**src/rtl/slink_pkg.sv**
```systemverilog
`timescale 1ns/1ps
package slink_pkg;
  localparam int TAG_W     = 16;
  localparam int SLOT_W    = 20;
  localparam int NUM_SLOTS = 12;
  localparam int FRAME_W   = TAG_W + SLOT_W * NUM_SLOTS;
  localparam int POS_W     = $clog2(FRAME_W);
  localparam int ADDR_W    = 7;
  localparam int DATA_W    = 16;
  localparam int PCM_W     = 18;

  typedef logic [POS_W-1:0]  pos_t;
  typedef logic [SLOT_W-1:0] slot_t;

  typedef struct packed {
    logic [TAG_W-1:0] tag;
    slot_t            s1;
    slot_t            s2;
    slot_t            s3;
    slot_t            s4;
  } frame_t;

  // last bit position of a slot; slot 0 is the tag
  function automatic pos_t slot_last(input int slot);
    return pos_t'(TAG_W + SLOT_W * slot - 1);
  endfunction

  // bit that goes on the wire at a given frame position
  function automatic logic frame_bit(input pos_t pos, input frame_t f);
    pos_t       off;
    logic [4:0] idx;
    logic [3:0] tb;
    logic       b;
    b = 1'b0;
    if (pos < pos_t'(TAG_W)) begin
      tb = 4'(TAG_W - 1) - pos[3:0];
      b  = f.tag[tb];
    end else begin
      off = pos - pos_t'(TAG_W);
      idx = 5'(pos_t'(SLOT_W - 1) - (off % pos_t'(SLOT_W)));
      case (off / pos_t'(SLOT_W))
        pos_t'(0): b = f.s1[idx];
        pos_t'(1): b = f.s2[idx];
        pos_t'(2): b = f.s3[idx];
        pos_t'(3): b = f.s4[idx];
        default:   b = 1'b0;
      endcase
    end
    return b;
  endfunction
endpackage

```
**src/rtl/slink_frame_timer.sv**
```systemverilog
`timescale 1ns/1ps
module slink_frame_timer
  import slink_pkg::*;
(
  input  logic clk,
  input  logic rst_n,
  input  logic sync_s,
  output logic start,
  output pos_t pos_nx,
  output pos_t cnt,
  output logic locked,
  output logic cap_en
);
  logic sync_d;
  logic sync_rise;
  logic wrap;

  assign sync_rise = sync_s & ~sync_d;
  assign wrap      = locked & (cnt == pos_t'(FRAME_W - 1));
  assign start     = sync_rise | wrap;
  assign pos_nx    = start ? '0 : cnt + pos_t'(1);
  // bit sampled before this edge belongs to position cnt of the running frame
  assign cap_en    = locked & ~start;

  always_ff @(posedge clk or negedge rst_n) begin
    if (!rst_n) begin
      sync_d <= 1'b0;
      cnt    <= '0;
      locked <= 1'b0;
    end else begin
      sync_d <= sync_s;
      if (start) locked <= 1'b1;
      if (start | locked) cnt <= pos_nx;
    end
  end

  assert_frame_advance_R2: assert property (@(posedge clk) disable iff (!rst_n)
    (locked && !start) |=> (cnt == $past(cnt) + pos_t'(1)));
endmodule

```
**src/rtl/slink_rx_deframe.sv**
```systemverilog
`timescale 1ns/1ps
module slink_rx_deframe
  import slink_pkg::*;
(
  input  logic              clk,
  input  logic              rst_n,
  input  logic              cap_en,
  input  pos_t              cap_idx,
  input  logic              din,
  output logic              wr_en,
  output logic              rd_en,
  output logic [ADDR_W-1:0] cmd_addr,
  output logic [DATA_W-1:0] wr_data,
  output logic [PCM_W-1:0]  play_l,
  output logic              play_l_stb,
  output logic [PCM_W-1:0]  play_r,
  output logic              play_r_stb
);
  localparam pos_t END_TAG = slot_last(0);
  localparam pos_t END_S1  = slot_last(1);
  localparam pos_t END_S2  = slot_last(2);
  localparam pos_t END_S3  = slot_last(3);
  localparam pos_t END_S4  = slot_last(4);
  localparam int   TV_W    = 5;   // frame, addr, data, left, right

  logic [SLOT_W-2:0] sh;
  slot_t             nsh;
  logic [TV_W-1:0]   tag_q;
  logic              cmd_read;

  // named decode events
  logic wr_hit, rd_hit, l_hit, r_hit;

  assign nsh    = {sh, din};
  assign wr_hit = cap_en && (cap_idx == END_S2) && tag_q[4] && tag_q[3] && tag_q[2] && !cmd_read;
  assign rd_hit = cap_en && (cap_idx == END_S2) && tag_q[4] && tag_q[3] && cmd_read;
  assign l_hit  = cap_en && (cap_idx == END_S3) && tag_q[4] && tag_q[1];
  assign r_hit  = cap_en && (cap_idx == END_S4) && tag_q[4] && tag_q[0];

  always_ff @(posedge clk or negedge rst_n) begin
    if (!rst_n) begin
      sh         <= '0;
      tag_q      <= '0;
      cmd_read   <= 1'b0;
      cmd_addr   <= '0;
      wr_data    <= '0;
      play_l     <= '0;
      play_r     <= '0;
      wr_en      <= 1'b0;
      rd_en      <= 1'b0;
      play_l_stb <= 1'b0;
      play_r_stb <= 1'b0;
    end else begin
      wr_en      <= wr_hit;
      rd_en      <= rd_hit;
      play_l_stb <= l_hit;
      play_r_stb <= r_hit;
      if (cap_en) sh <= nsh[SLOT_W-2:0];
      if (cap_en && cap_idx == END_TAG) tag_q <= nsh[TAG_W-1 -: TV_W];
      if (cap_en && cap_idx == END_S1) begin
        cmd_read <= nsh[SLOT_W-1];
        cmd_addr <= nsh[SLOT_W-2 -: ADDR_W];
      end
      if (wr_hit) wr_data <= nsh[SLOT_W-1 -: DATA_W];
      if (l_hit)  play_l  <= nsh[SLOT_W-1 -: PCM_W];
      if (r_hit)  play_r  <= nsh[SLOT_W-1 -: PCM_W];
    end
  end

  assert_cmd_exclusive_R4: assert property (@(posedge clk) disable iff (!rst_n)
    !(wr_en && rd_en));
  assert_wr_single_R4: assert property (@(posedge clk) disable iff (!rst_n)
    wr_en |=> !wr_en);
  assert_rd_single_R5: assert property (@(posedge clk) disable iff (!rst_n)
    rd_en |=> !rd_en);
  assert_play_single_R7: assert property (@(posedge clk) disable iff (!rst_n)
    (play_l_stb || play_r_stb) |=> !(play_l_stb && play_r_stb));
endmodule

```
**src/rtl/slink_tx_frame.sv**
```systemverilog
`timescale 1ns/1ps
module slink_tx_frame
  import slink_pkg::*;
(
  input  logic              clk,
  input  logic              rst_n,
  input  logic              start,
  input  logic              locked,
  input  pos_t              pos_nx,
  input  logic              rd_en,
  input  logic [ADDR_W-1:0] rd_addr,
  input  logic [DATA_W-1:0] rd_data,
  input  logic              ready,
  input  logic [PCM_W-1:0]  rec_l,
  input  logic              rec_l_vld,
  input  logic [PCM_W-1:0]  rec_r,
  input  logic              rec_r_vld,
  input  logic              want_l,
  input  logic              want_r,
  output logic              ser_out
);
  localparam int REQ_L = SLOT_W - 2 - ADDR_W;
  localparam int REQ_R = REQ_L - 1;

  logic              pend_vld;
  logic [ADDR_W-1:0] pend_addr;
  logic [DATA_W-1:0] pend_data;
  frame_t            frame_q, frame_new, frame_use;

  always_comb begin
    frame_new = '0;
    frame_new.tag[TAG_W-1] = ready;
    frame_new.tag[TAG_W-2] = pend_vld;
    frame_new.tag[TAG_W-3] = pend_vld;
    frame_new.tag[TAG_W-4] = rec_l_vld;
    frame_new.tag[TAG_W-5] = rec_r_vld;
    frame_new.s1[REQ_L]    = ~want_l;
    frame_new.s1[REQ_R]    = ~want_r;
    if (pend_vld) begin
      frame_new.s1[SLOT_W-2 -: ADDR_W] = pend_addr;
      frame_new.s2[SLOT_W-1 -: DATA_W] = pend_data;
    end
    if (rec_l_vld) frame_new.s3[SLOT_W-1 -: PCM_W] = rec_l;
    if (rec_r_vld) frame_new.s4[SLOT_W-1 -: PCM_W] = rec_r;
  end

  assign frame_use = start ? frame_new : frame_q;

  always_ff @(posedge clk or negedge rst_n) begin
    if (!rst_n) begin
      frame_q   <= '0;
      pend_vld  <= 1'b0;
      pend_addr <= '0;
      pend_data <= '0;
      ser_out   <= 1'b0;
    end else begin
      if (start) begin
        frame_q  <= frame_new;
        pend_vld <= 1'b0;
      end
      if (rd_en) begin
        pend_vld  <= 1'b1;
        pend_addr <= rd_addr;
        pend_data <= rd_data;
      end
      ser_out <= (start | locked) ? frame_bit(pos_nx, frame_use) : 1'b0;
    end
  end

  assert_read_queued_R5: assert property (@(posedge clk) disable iff (!rst_n)
    rd_en |=> pend_vld);
  assert_answer_addr_R6: assert property (@(posedge clk) disable iff (!rst_n)
    (start && !pend_vld) |=> (frame_q.s1[SLOT_W-2 -: ADDR_W] == '0));
endmodule

```
**src/rtl/slink_frame_engine.sv**
```systemverilog
`timescale 1ns/1ps
module slink_frame_engine
  import slink_pkg::*;
(
  input  logic              clk,
  input  logic              rst_n,
  input  logic              sync_in,
  input  logic              ser_in,
  output logic              ser_out,
  input  logic              ready_in,
  input  logic [PCM_W-1:0]  rec_left,
  input  logic              rec_left_vld,
  input  logic [PCM_W-1:0]  rec_right,
  input  logic              rec_right_vld,
  input  logic              want_left,
  input  logic              want_right,
  output logic              reg_wr_en,
  output logic              reg_rd_en,
  output logic [ADDR_W-1:0] reg_addr,
  output logic [DATA_W-1:0] reg_wdata,
  input  logic [DATA_W-1:0] reg_rdata,
  output logic [PCM_W-1:0]  play_left,
  output logic              play_left_stb,
  output logic [PCM_W-1:0]  play_right,
  output logic              play_right_stb
);
  logic sync_s, din_s;
  logic start, locked, cap_en;
  pos_t pos_nx, cnt;

  // inputs are taken on the falling edge of the bit clock
  always_ff @(negedge clk or negedge rst_n) begin
    if (!rst_n) begin
      sync_s <= 1'b0;
      din_s  <= 1'b0;
    end else begin
      sync_s <= sync_in;
      din_s  <= ser_in;
    end
  end

  slink_frame_timer u_timer (
    .clk(clk), .rst_n(rst_n), .sync_s(sync_s), .start(start),
    .pos_nx(pos_nx), .cnt(cnt), .locked(locked), .cap_en(cap_en)
  );

  slink_rx_deframe u_rx (
    .clk(clk), .rst_n(rst_n), .cap_en(cap_en), .cap_idx(cnt), .din(din_s),
    .wr_en(reg_wr_en), .rd_en(reg_rd_en), .cmd_addr(reg_addr), .wr_data(reg_wdata),
    .play_l(play_left), .play_l_stb(play_left_stb),
    .play_r(play_right), .play_r_stb(play_right_stb)
  );

  slink_tx_frame u_tx (
    .clk(clk), .rst_n(rst_n), .start(start), .locked(locked), .pos_nx(pos_nx),
    .rd_en(reg_rd_en), .rd_addr(reg_addr), .rd_data(reg_rdata),
    .ready(ready_in), .rec_l(rec_left), .rec_l_vld(rec_left_vld),
    .rec_r(rec_right), .rec_r_vld(rec_right_vld),
    .want_l(want_left), .want_r(want_right), .ser_out(ser_out)
  );

  assert_idle_quiet_R1: assert property (@(posedge clk) disable iff (!rst_n)
    !locked |-> (!ser_out && !reg_wr_en && !reg_rd_en && !play_left_stb && !play_right_stb));
  assert_tag_ready_R3: assert property (@(posedge clk) disable iff (!rst_n)
    (locked && cnt == '0) |-> (ser_out == $past(ready_in)));
  assert_tail_zero_R8: assert property (@(posedge clk) disable iff (!rst_n)
    (locked && cnt > slot_last(4)) |-> !ser_out);
endmodule

```
**config.mk**
```make
export PLATFORM = sky130hd
export DESIGN_NAME = slink_frame_engine
export DESIGN_NICKNAME = d
export VERILOG_FILES = /design/src/rtl/slink_pkg.sv /design/src/rtl/slink_frame_timer.sv /design/src/rtl/slink_rx_deframe.sv /design/src/rtl/slink_tx_frame.sv /design/src/rtl/slink_frame_engine.sv
export SDC_FILE = /design/constraint.sdc
export NUM_CORES = 1
export LEC_CHECK = 0
export BUFFER_PORTS_ARGS = -buffer_cell sky130_fd_sc_hd__buf_2
export CORE_ASPECT_RATIO = 0.6
export CORE_MARGIN = 3
export CORE_UTILIZATION = 24
export DETAILED_ROUTE_END_ITERATION = 16
export PLACE_DENSITY = 0.48
export RECOVER_POWER = 50
export SLEW_MARGIN = 20
export SYNTH_ARGS = -nofsm -noshare
export SYNTH_HDL_FRONTEND = slang
export SYNTH_SLANG_ARGS = --single-unit
```
**constraint.sdc**
```tcl
create_clock -name clk -period 8.4 [get_ports clk]
set_input_delay 0.84 -clock clk [delete_from_list [all_inputs] [get_ports clk]]
set_output_delay 0.84 -clock clk [all_outputs]
set_load 0.005 [all_outputs]
```
==> results of run 1 <==
final cells by class:
type	instances	area [um^2]	share of cell area [%]
flip-flops and latches	221	5530	44.1
multi-input cells	667	4410	35.2
repair buffers	185	1070	8.52
well taps	560	701	5.59
clock buffers	33	663	5.29
clock inverters	9	113	0.899
inverters	13	48.8	0.389
sequential cells by signal (all words and copies together) (netlist names):
signal / flops
u_tx.frame_q: 96
u_tx.pend_addr: 7
u_rx.play_r_stb: 1
u_rx.sh: 19
u_tx.pend_data: 16
u_rx.cmd_read: 1
u_rx.play_r: 18
u_rx.cmd_addr: 7
din_s: 1
u_rx.wr_data: 16
sync_s: 1
u_rx.wr_en: 1
u_rx.play_l_stb: 1
u_tx.pend_vld: 1
u_timer.locked: 1
u_rx.tag_q: 5
u_timer.cnt: 8
u_tx.ser_out: 1
u_rx.play_l: 18
u_timer.sync_d: 1
u_rx.rd_en: 1
layout by cell type, fill, tap and decap left out, types with 5 or more instances in the layout:
| cell | n |
|---|---|
| nor3_1 | 6 |
| nand3_1 | 55 |
| buf_4 | 55 |
| nand2_1 | 248 |
| inv_1 | 9 |
| clkbuf_16 | 23 |
| o21ai_0 | 15 |
| a21oi_1 | 20 |
| clkbuf_1 | 12 |
| clkinv_2 | 5 |
| clkbuf_8 | 5 |
| nor2_1 | 36 |
| a2bb2oi_1 | 5 |
| mux2_2 | 78 |
| dfrtp_1 | 219 |
| and2_1 | 32 |
| o211ai_1 | 6 |
| a22o_1 | 7 |
| mux4_2 | 5 |
| mux2i_1 | 17 |
| xnor2_1 | 7 |
| buf_2 | 121 |
| a21o_1 | 5 |
where the power goes:
group | total, mW | internal (mW) | switching, mW | leakage [nW]
clock | 1.05 | 0.615 | 0.438 | 0.383
sequential | 1.24 | 1.14 | 0.100 | 2.98
combinational | 0.820 | 0.378 | 0.442 | 2.93
kinds of logic after synthesis:
group / Yosys count / share of synthesized area (%)
AND/OR/NAND/NOR: 434 / 19.6
flip-flops: 221 / 55.1
AO/OA/AOI/OAI: 112 / 8.62
multiplexers: 101 / 11.7
buffers and inverters: 70 / 2.97
XOR/XNOR: 14 / 1.37
adder cells (fa/ha/maj): 6 / 0.723
stage by stage:
stage	setup slack (ns)	std cells	power [mW]	instance area [um^2]	TNS, ns
after floorplan	-0.806	958	1.74	10200	-0.806
after global placement	-0.236	1635	2.01	11600	-0.236
after detailed placement	-0.294	1635	2.02	11600	-0.294
after CTS	-0.272	1685	3.14	12500	-0.272
after global routing	-0.523	1688	3.30	12500	-1.26
final	-0.218	1688	3.11	12500	-0.218
worst max-delay path: cells and delay by family (launching register included):
kind | cells | cell delay (ns)
AOI/OAI and AO/OA | 9 | 1.16
xor gates and xnor gates | 1 | 0.20
adders and majority gates | 3 | 0.77
buffers and inverters | 2 | 0.24
DFF | 1 | 0.35
muxes | 1 | 0.28
and+or+nand+nor | 8 | 1.32
Yosys cell counts (9+ instances only):
cell	n	area [um^2]
xnor2_1	9	78.8
o21ai_0	18	90.1
nand2_1	249	935
nor2_1	41	154
and2_1	32	200
clkbuf_1	40	150
mux2i_1	17	170
a21oi_1	20	100
nand3_1	55	275
mux2_2	79	890
dfrtp_1	219	5480
inv_1	9	33.8
metal layers:
layer  vias to the layer above  share of wire (%)
li1                       3590                  -
met1                      3704                 51
met2                        95                 44
met3                        28                3.6
met4                         0                1.5
met5                         -                  0
repair_timing:
item / in CTS / in global routing
buffers inserted: 8 / 3
endpoints found under the setup margin: 1 / 1
pin swaps: 14 / 17
gates resized for setup: 7 / 16
final timing paths:
check	start	endpoint	slack, ns	cells past startpoint
worst min register to register	u_tx.frame_q[73]	u_tx.frame_q[73]	0.46	2
min in group asynchronous	rst_n	u_tx.frame_q[28]	1.64	1
worst max-delay path	sync_s	u_tx.ser_out	-0.22	24
max in group asynchronous	rst_n	din_s	0.45	1
worst max register to register	sync_s	u_tx.ser_out	-0.22	24
worst min-delay path	u_tx.frame_q[73]	u_tx.frame_q[73]	0.46	2
==> summary by stage, run 1 <==
Status
The flow ran to the end, but the final reports show violations. The final reports fail on max-capacitance violations, max-slew violations, negative setup slack.

Clock network
Clock-pin slew was measured on the worst setup and hold paths at 0.06 ns. The deepest level of the CTS H-tree is 1. The CTS sink count is 221. The CTS buffer count is 23. Buffers inserted to repair hold after CTS numbered 0. The cell sitting at the root of the clock tree is a clkbuf_16.

The maximum root-to-sink buffer count is 3. For the worst-skew pair, the clock arrives at the later sink with an insertion delay of 0.54 ns. The clock tree from TritonCTS is built.

Yosys
The synthesized design contains 0 enable-type register cells. In this run the mean area of a mapped cell was 10.5 um^2. The share of synthesized flip-flops with an asynchronous set or reset is 100%. The gate count after technology mapping is 958. Sequential elements use 55.1% of the synthesized area.

The most frequently used flop master after synthesis is dfrtp_1. Synthesis inferred 221 register bits. The Yosys step of the flow raised 0 warnings. The number of nets in the synthesized netlist is 1024. The number of library cell types mapped by synthesis is 82. The area of the mapped netlist is 10000 um^2.

Critical path
The critical path's most frequent cell is o211ai_1. Of all nets on the critical path, the largest fanout is 5. The critical path required time is 8.87 ns. For the worst setup path, the data arrival time is 9.08 ns.

The element type at the critical path start is a flop. The startpoint-to-endpoint class of the critical path is flop to flop. STA classifies the critical path endpoint as a flop. On the worst path, the slowest cell contributes a delay of 0.39 ns. The standard cell with the maximum stage delay on the critical path is or3b_1. Walking the worst path, the cells encountered are nor2b_4 -> buf_6 -> nor2_4 -> nand2b_4 -> ha_4 -> and4_1 -> mux2_4 -> or2_4 -> o21ai_2 -> a21o_2 -> nand3_4 -> maj3_2 -> a211oi_4 -> nor2_2 -> xnor2_2 -> ha_4 -> buf_6 -> o211ai_1 -> a21o_1 -> o221ai_1 -> or3b_1 -> o211ai_1 -> o211ai_1 -> o211ai_2.

Placed design
The detailed-placement wirelength estimate is 18.3 mm. During placement, the flow inserted port buffers numbering 124. The global placement routability congestion is 0.748.

Global routing
The aggregate global routing overflow is 0. The maximum number of pins on one net before global-route repair is 71. met2 is the most crowded layer. For met2 alone, demand over resource in global routing was 18.7%. The first global-routing pass estimated 43.9 mm of wire. The number of antenna violations at the first check in global routing is 0. The number of global-route vias before repair is 7655. For this run, global-route usage on met1 was measured as 18.3%. The met3 track demand over resource is 2.48%. For this run, the total global-route usage over all layers was measured as 12.3%.

Floorplanning
The initial standard-cell utilization of the core is 24.6%. The die height is 164 um. For this design the top-level I/O count stands at 125.

The total core area is 40900 um^2. The floorplan has 57 rows. The die covers 44400 um^2. The die is 270 um wide.

Timing
Setup repair after global routing could not meet its margin everywhere. Setup violations remaining at the end of the flow were counted as 1. At the pin with the least slew margin, the transition time is 3.91 ns. The final number of max-transition violations came to 254. The minimum hold slack is 0.461 ns.

The worst slew slack as a fraction of its limit is -161%. Setup slack on the critical path of the routed design comes to -0.218 ns. Between clock sinks in the finished design, the worst skew comes to 0.0208 ns. The final count of hold timing violations is 0.

Layout
The number of diodes is 0. Cells fill 30.7% of the core in the end. The net count of the finished layout is 1177. The share of final-layout standard cells stronger than drive strength 1 is 31.1%. Relative to the synthesized area, the layout overhead comes to 24.8%. Fill cells in the final layout number 4236.

Route
In the final routed layout, each cell accounts on average for 16.0 um. The detail-routed via count per cell is 4.39. The first routing iteration left 427 violations. The remaining antenna violation count after routing is 0.

The number of vias in the routed layout is 7417. The routed wire length is 27.0 mm. After detailed routing, the number of remaining DRC violations is 0. The first-pass detailed-route iteration total is 4.

Pwr
The areal power density over the cells is 248 nW/um^2. The worst supply voltage drop on vdd is 0.121 mV. The analysis attributes to cell leakage a power of 6.29 nW.

Min path
The path type of the worst min-delay path is flop to flop.

Run
Max-cap violations in this run came to 5.
(Power assumes the default switching activity.)
==> run 2, diff against run 1 <==
--- a/config.mk
+++ b/config.mk
@@ -6,9 +6,10 @@
 export NUM_CORES = 1
 export LEC_CHECK = 0
 export BUFFER_PORTS_ARGS = -buffer_cell sky130_fd_sc_hd__buf_2
-export CORE_ASPECT_RATIO = 0.6
+export CORE_ASPECT_RATIO = 1.1
 export CORE_MARGIN = 3
 export CORE_UTILIZATION = 24
+export CTS_BUF_LIST = sky130_fd_sc_hd__clkbuf_16
 export DETAILED_ROUTE_END_ITERATION = 16
 export PLACE_DENSITY = 0.48
 export RECOVER_POWER = 50
==> run 2 against run 1 <==
The run still ends with max-capacitance violations, max-slew violations, negative setup slack left; clock-buffer cell count is 8 lower; utilization down 0.066 points; clock skew is 0.0066 ns lower; sequential power barely moved; design area down 0.49%; first-iteration DRC count grew 14%; cell count fell by 0.18%; worst setup slack improved by 0.0085 ns; critical path depth unchanged; via count is 1.0% higher; power is 0.53% lower; critical path type unchanged; largest cell class unchanged; highest routed layer unchanged.
==> summary by stage, run 2 (synthesis gave the netlist of run 1 again) <==
Clock network
The buffer type at the clock tree root is clkbuf_16 (unchanged). The CTS buffer count came to 25 (was 23). The clock tree from TritonCTS is built (unchanged). The CTS sink count came to 221 (unchanged). The deepest level of the CTS H-tree is 1 (unchanged).

The maximum root-to-sink buffer count is 3 (unchanged). The insertion delay to the later sink of the worst-skew pair is 0.53 ns (was 0.54 ns). The clock-pin slew of the registers on the worst-case setup and hold paths is 0.06 ns (about the same).

Layout
Highest-count cells in the layout ignoring fill and taps: 249 x nand2_1, 219 x dfrtp_1, 79 x buf_2 (was 248 x nand2_1, 219 x dfrtp_1, 121 x buf_2). The count of filler cells inserted in the layout is 4253 (was 4236). The register area was 5530 um^2 (unchanged). The non-filler instance count after layout is 1685 (was 1688). The register with the most flip-flops is u_tx.frame_q (unchanged).

Largest regs: u_tx.frame_q: 96 flops, u_rx.sh: 19 flops (unchanged). The share of final-layout standard cells stronger than drive strength 1 was 26.9% (was 31.1%). The summed area of non-filler cells in the final layout is 12500 um^2 (about the same).

The area taken by multi-input logic gates came to 4370 um^2 (was 4410 um^2). The number of diodes is 0 (unchanged). The share of the core filled with cells in the final layout is 30.6% (was 30.7%).

The area growth from synthesis to layout is 24.2% (was 24.8%). The most frequent standard cell in the layout excluding fill and tap cells is nand2_1 (unchanged). The flip-flop count of the largest register, all copies and words added is 96 (unchanged).

The number of nets in the final layout is 1181 (was 1177).

Critical path
The largest fanout on the critical path is 5 (unchanged). The startpoint-to-endpoint class of the critical path is flop to flop (unchanged). The critical register-to-register path startpoint is sync_s (unchanged). The endpoint type of the worst setup path was a flop (unchanged).

The terminus of the critical flop-to-flop path is u_tx.ser_out (unchanged). The element type at the critical path start is a flop (unchanged). The number of cells on the worst reg-to-reg path came to 24 (unchanged). The critical path required time is 8.85 ns (was 8.87 ns). The register-to-register setup slack came to -0.21 ns (was -0.22 ns). The critical path data arrival time came to 9.06 ns (was 9.08 ns).

Floorplanning
The number of placement rows came to 77 (was 57). The total core area is 40800 um^2 (was 40900 um^2). The initial standard-cell utilization of the core is 24.6% (about the same). The floorplan die width is 201 um (was 270 um). The boundary pin count is 125 (unchanged). The die height is 221 um (was 164 um). The die outline area is 44300 um^2 (was 44400 um^2).

Global routing
The number of global-route vias before repair is 7769 (was 7655). The number of antenna violations at the first check in global routing is 0 (unchanged). The maximum number of pins on one net before global-route repair came to 103 (was 71). The overall global routing resource usage is 11.7% (was 12.3%). The first-pass GRT wire length was 42.8 mm (was 43.9 mm). The aggregate global routing overflow is 0 (unchanged).

Run
The count of maximum capacitance violations is 2 (was 5).

Pwr
The reported leakage power is 6.16 nW (was 6.29 nW). The areal power density over the cells is 248 nW/um^2 (about the same). The worst supply voltage drop on vdd is 0.134 mV (was 0.121 mV).

The total power consumption of the routed design is 3.10 mW (was 3.11 mW).

Route
The detailed-route DRC error count is 0 (unchanged). The first-pass detailed-route iteration total came to 4 (unchanged). The initial DRC count is 486 (was 427).

The routed wire length is 25.9 mm (was 27.0 mm). The number of vias in the routed layout is 7494 (was 7417). The average routed wire per standard cell was 15.4 um (was 16.0 um). The remaining antenna violation count after routing is 0 (unchanged).

The detail-routed via count per cell is 4.45 (was 4.39).

Placed design
The post-place setup slack is -0.247 ns (was -0.294 ns). The area of placed instances is 11600 um^2 (about the same). The number of input and output port buffers inserted is 124 (unchanged). The number of placed cells counting well taps is 1629 (was 1635). The detailed-placement wirelength estimate is 17.2 mm (was 18.3 mm). The global placement routability congestion is 0.782 (was 0.748).

Timing
The slew of the pin with the lowest slew margin is 3.47 ns (was 3.91 ns). The final number of max-transition violations is 123 (was 254). The final worst-path setup slack is -0.209 ns (was -0.218 ns). The count of final setup violators was 1 (unchanged).

The final count of hold timing violations was 0 (unchanged). Unrepaired setup endpoints after global routing: true (unchanged). The final clock skew came to 0.0143 ns (was 0.0208 ns). The worst slew slack as a fraction of its limit is -132% (was -161%).

Status
Outcome: finished with violations (unchanged). Violations in the final reports: max-capacitance violations, max-slew violations, negative setup slack (unchanged).

Min path
The path type of the worst min-delay path is input pin to asynchronous set/reset pin (was flop to flop).
==> run 2: cell types whose count changed in the layout (fill, tap and decap cells not counted), sizes merged <==
cell | previous run | this run
clkinv | 9 | 12
clkbuf | 40 | 68
clkinvlp | 1 | 0
buf | 178 | 144
inv | 10 | 17
bufinv | 2 | 3
==> run 2: layer usage <==
metal  vias up  track usage [%]  part of all wire, %
met1      3720             16.0                   47
li1       3595                -                    -
met4         0             2.93                  1.9
met3        31             2.85                  5.3
met2       148             18.8                   46
met5         -                0                    0
==> run 2: final cells by class <==
type,count,share of cell area [%]
clock buffer,25,5.02
clock inverter,19,1.27
inverter,13,0.391
multi-input combinational,667,35.0
sequential,221,44.3
tap,553,5.55
timing repair buffer,187,8.41
==> run 2: power breakdown <==
| part | leakage [nW] | switching, mW | total, mW | internal (mW) |
|---|---|---|---|---|
| registers | 2.98 | 0.0957 | 1.23 | 1.14 |
| clock network | 0.415 | 0.436 | 1.06 | 0.629 |
| logic | 2.77 | 0.419 | 0.795 | 0.376 |
==> run 2: repair_timing <==
item / 4_1_cts / 5_1_grt
gates resized for setup: 10 / 7
setup buffers: 11 / 1
setup endpoints to repair: 1 / 1
pin swaps: 16 / 10
hold buffers: 0 / 0
==> run 2: worst max path at each step <==
stage / depth (start not counted) / end / slack (ns) / startpoint
2_1_floorplan: 28 / u_tx.ser_out / -0.81 / sync_s
4_1_cts: 24 / u_tx.ser_out / -0.23 / sync_s
5_1_grt: 24 / u_tx.ser_out / -0.44 / sync_s
6_report: 24 / u_tx.ser_out / -0.21 / sync_s
3_5_place_dp: 22 / u_tx.ser_out / -0.25 / sync_s
3_3_place_gp: 22 / u_tx.ser_out / -0.19 / sync_s
==> run 2: per-stage QoR <==
| stage | hold slack [ns] | TNS, ns |
|---|---|---|
| detailed placement | 0.453 | -0.247 |
| finish | 0.385 | -0.209 |
| floorplan | 0.427 | -0.806 |
| CTS | 0.413 | -0.229 |
| global route | 0.453 | -0.440 |
| global placement | 0.444 | -0.193 |
==> run 2: worst max-delay path: stages (launching register included) <==
cell,delay (ns)
dfrtn_1,0.34
nor2b_4,0.13
buf_6,0.11
nor2_4,0.10
nand2b_4,0.07
ha_4,0.15
and4_1,0.18
mux2_4,0.29
or2_4,0.26
o21ai_2,0.14
a21o_2,0.17
nand3_4,0.10
maj3_2,0.35
a211oi_4,0.25
nor2_2,0.07
xnor2_2,0.19
ha_4,0.25
buf_6,0.13
o211ai_1,0.11
a21o_1,0.14
o221ai_1,0.09
or3b_1,0.38
o211ai_1,0.09
o211ai_1,0.13
o211ai_2,0.08
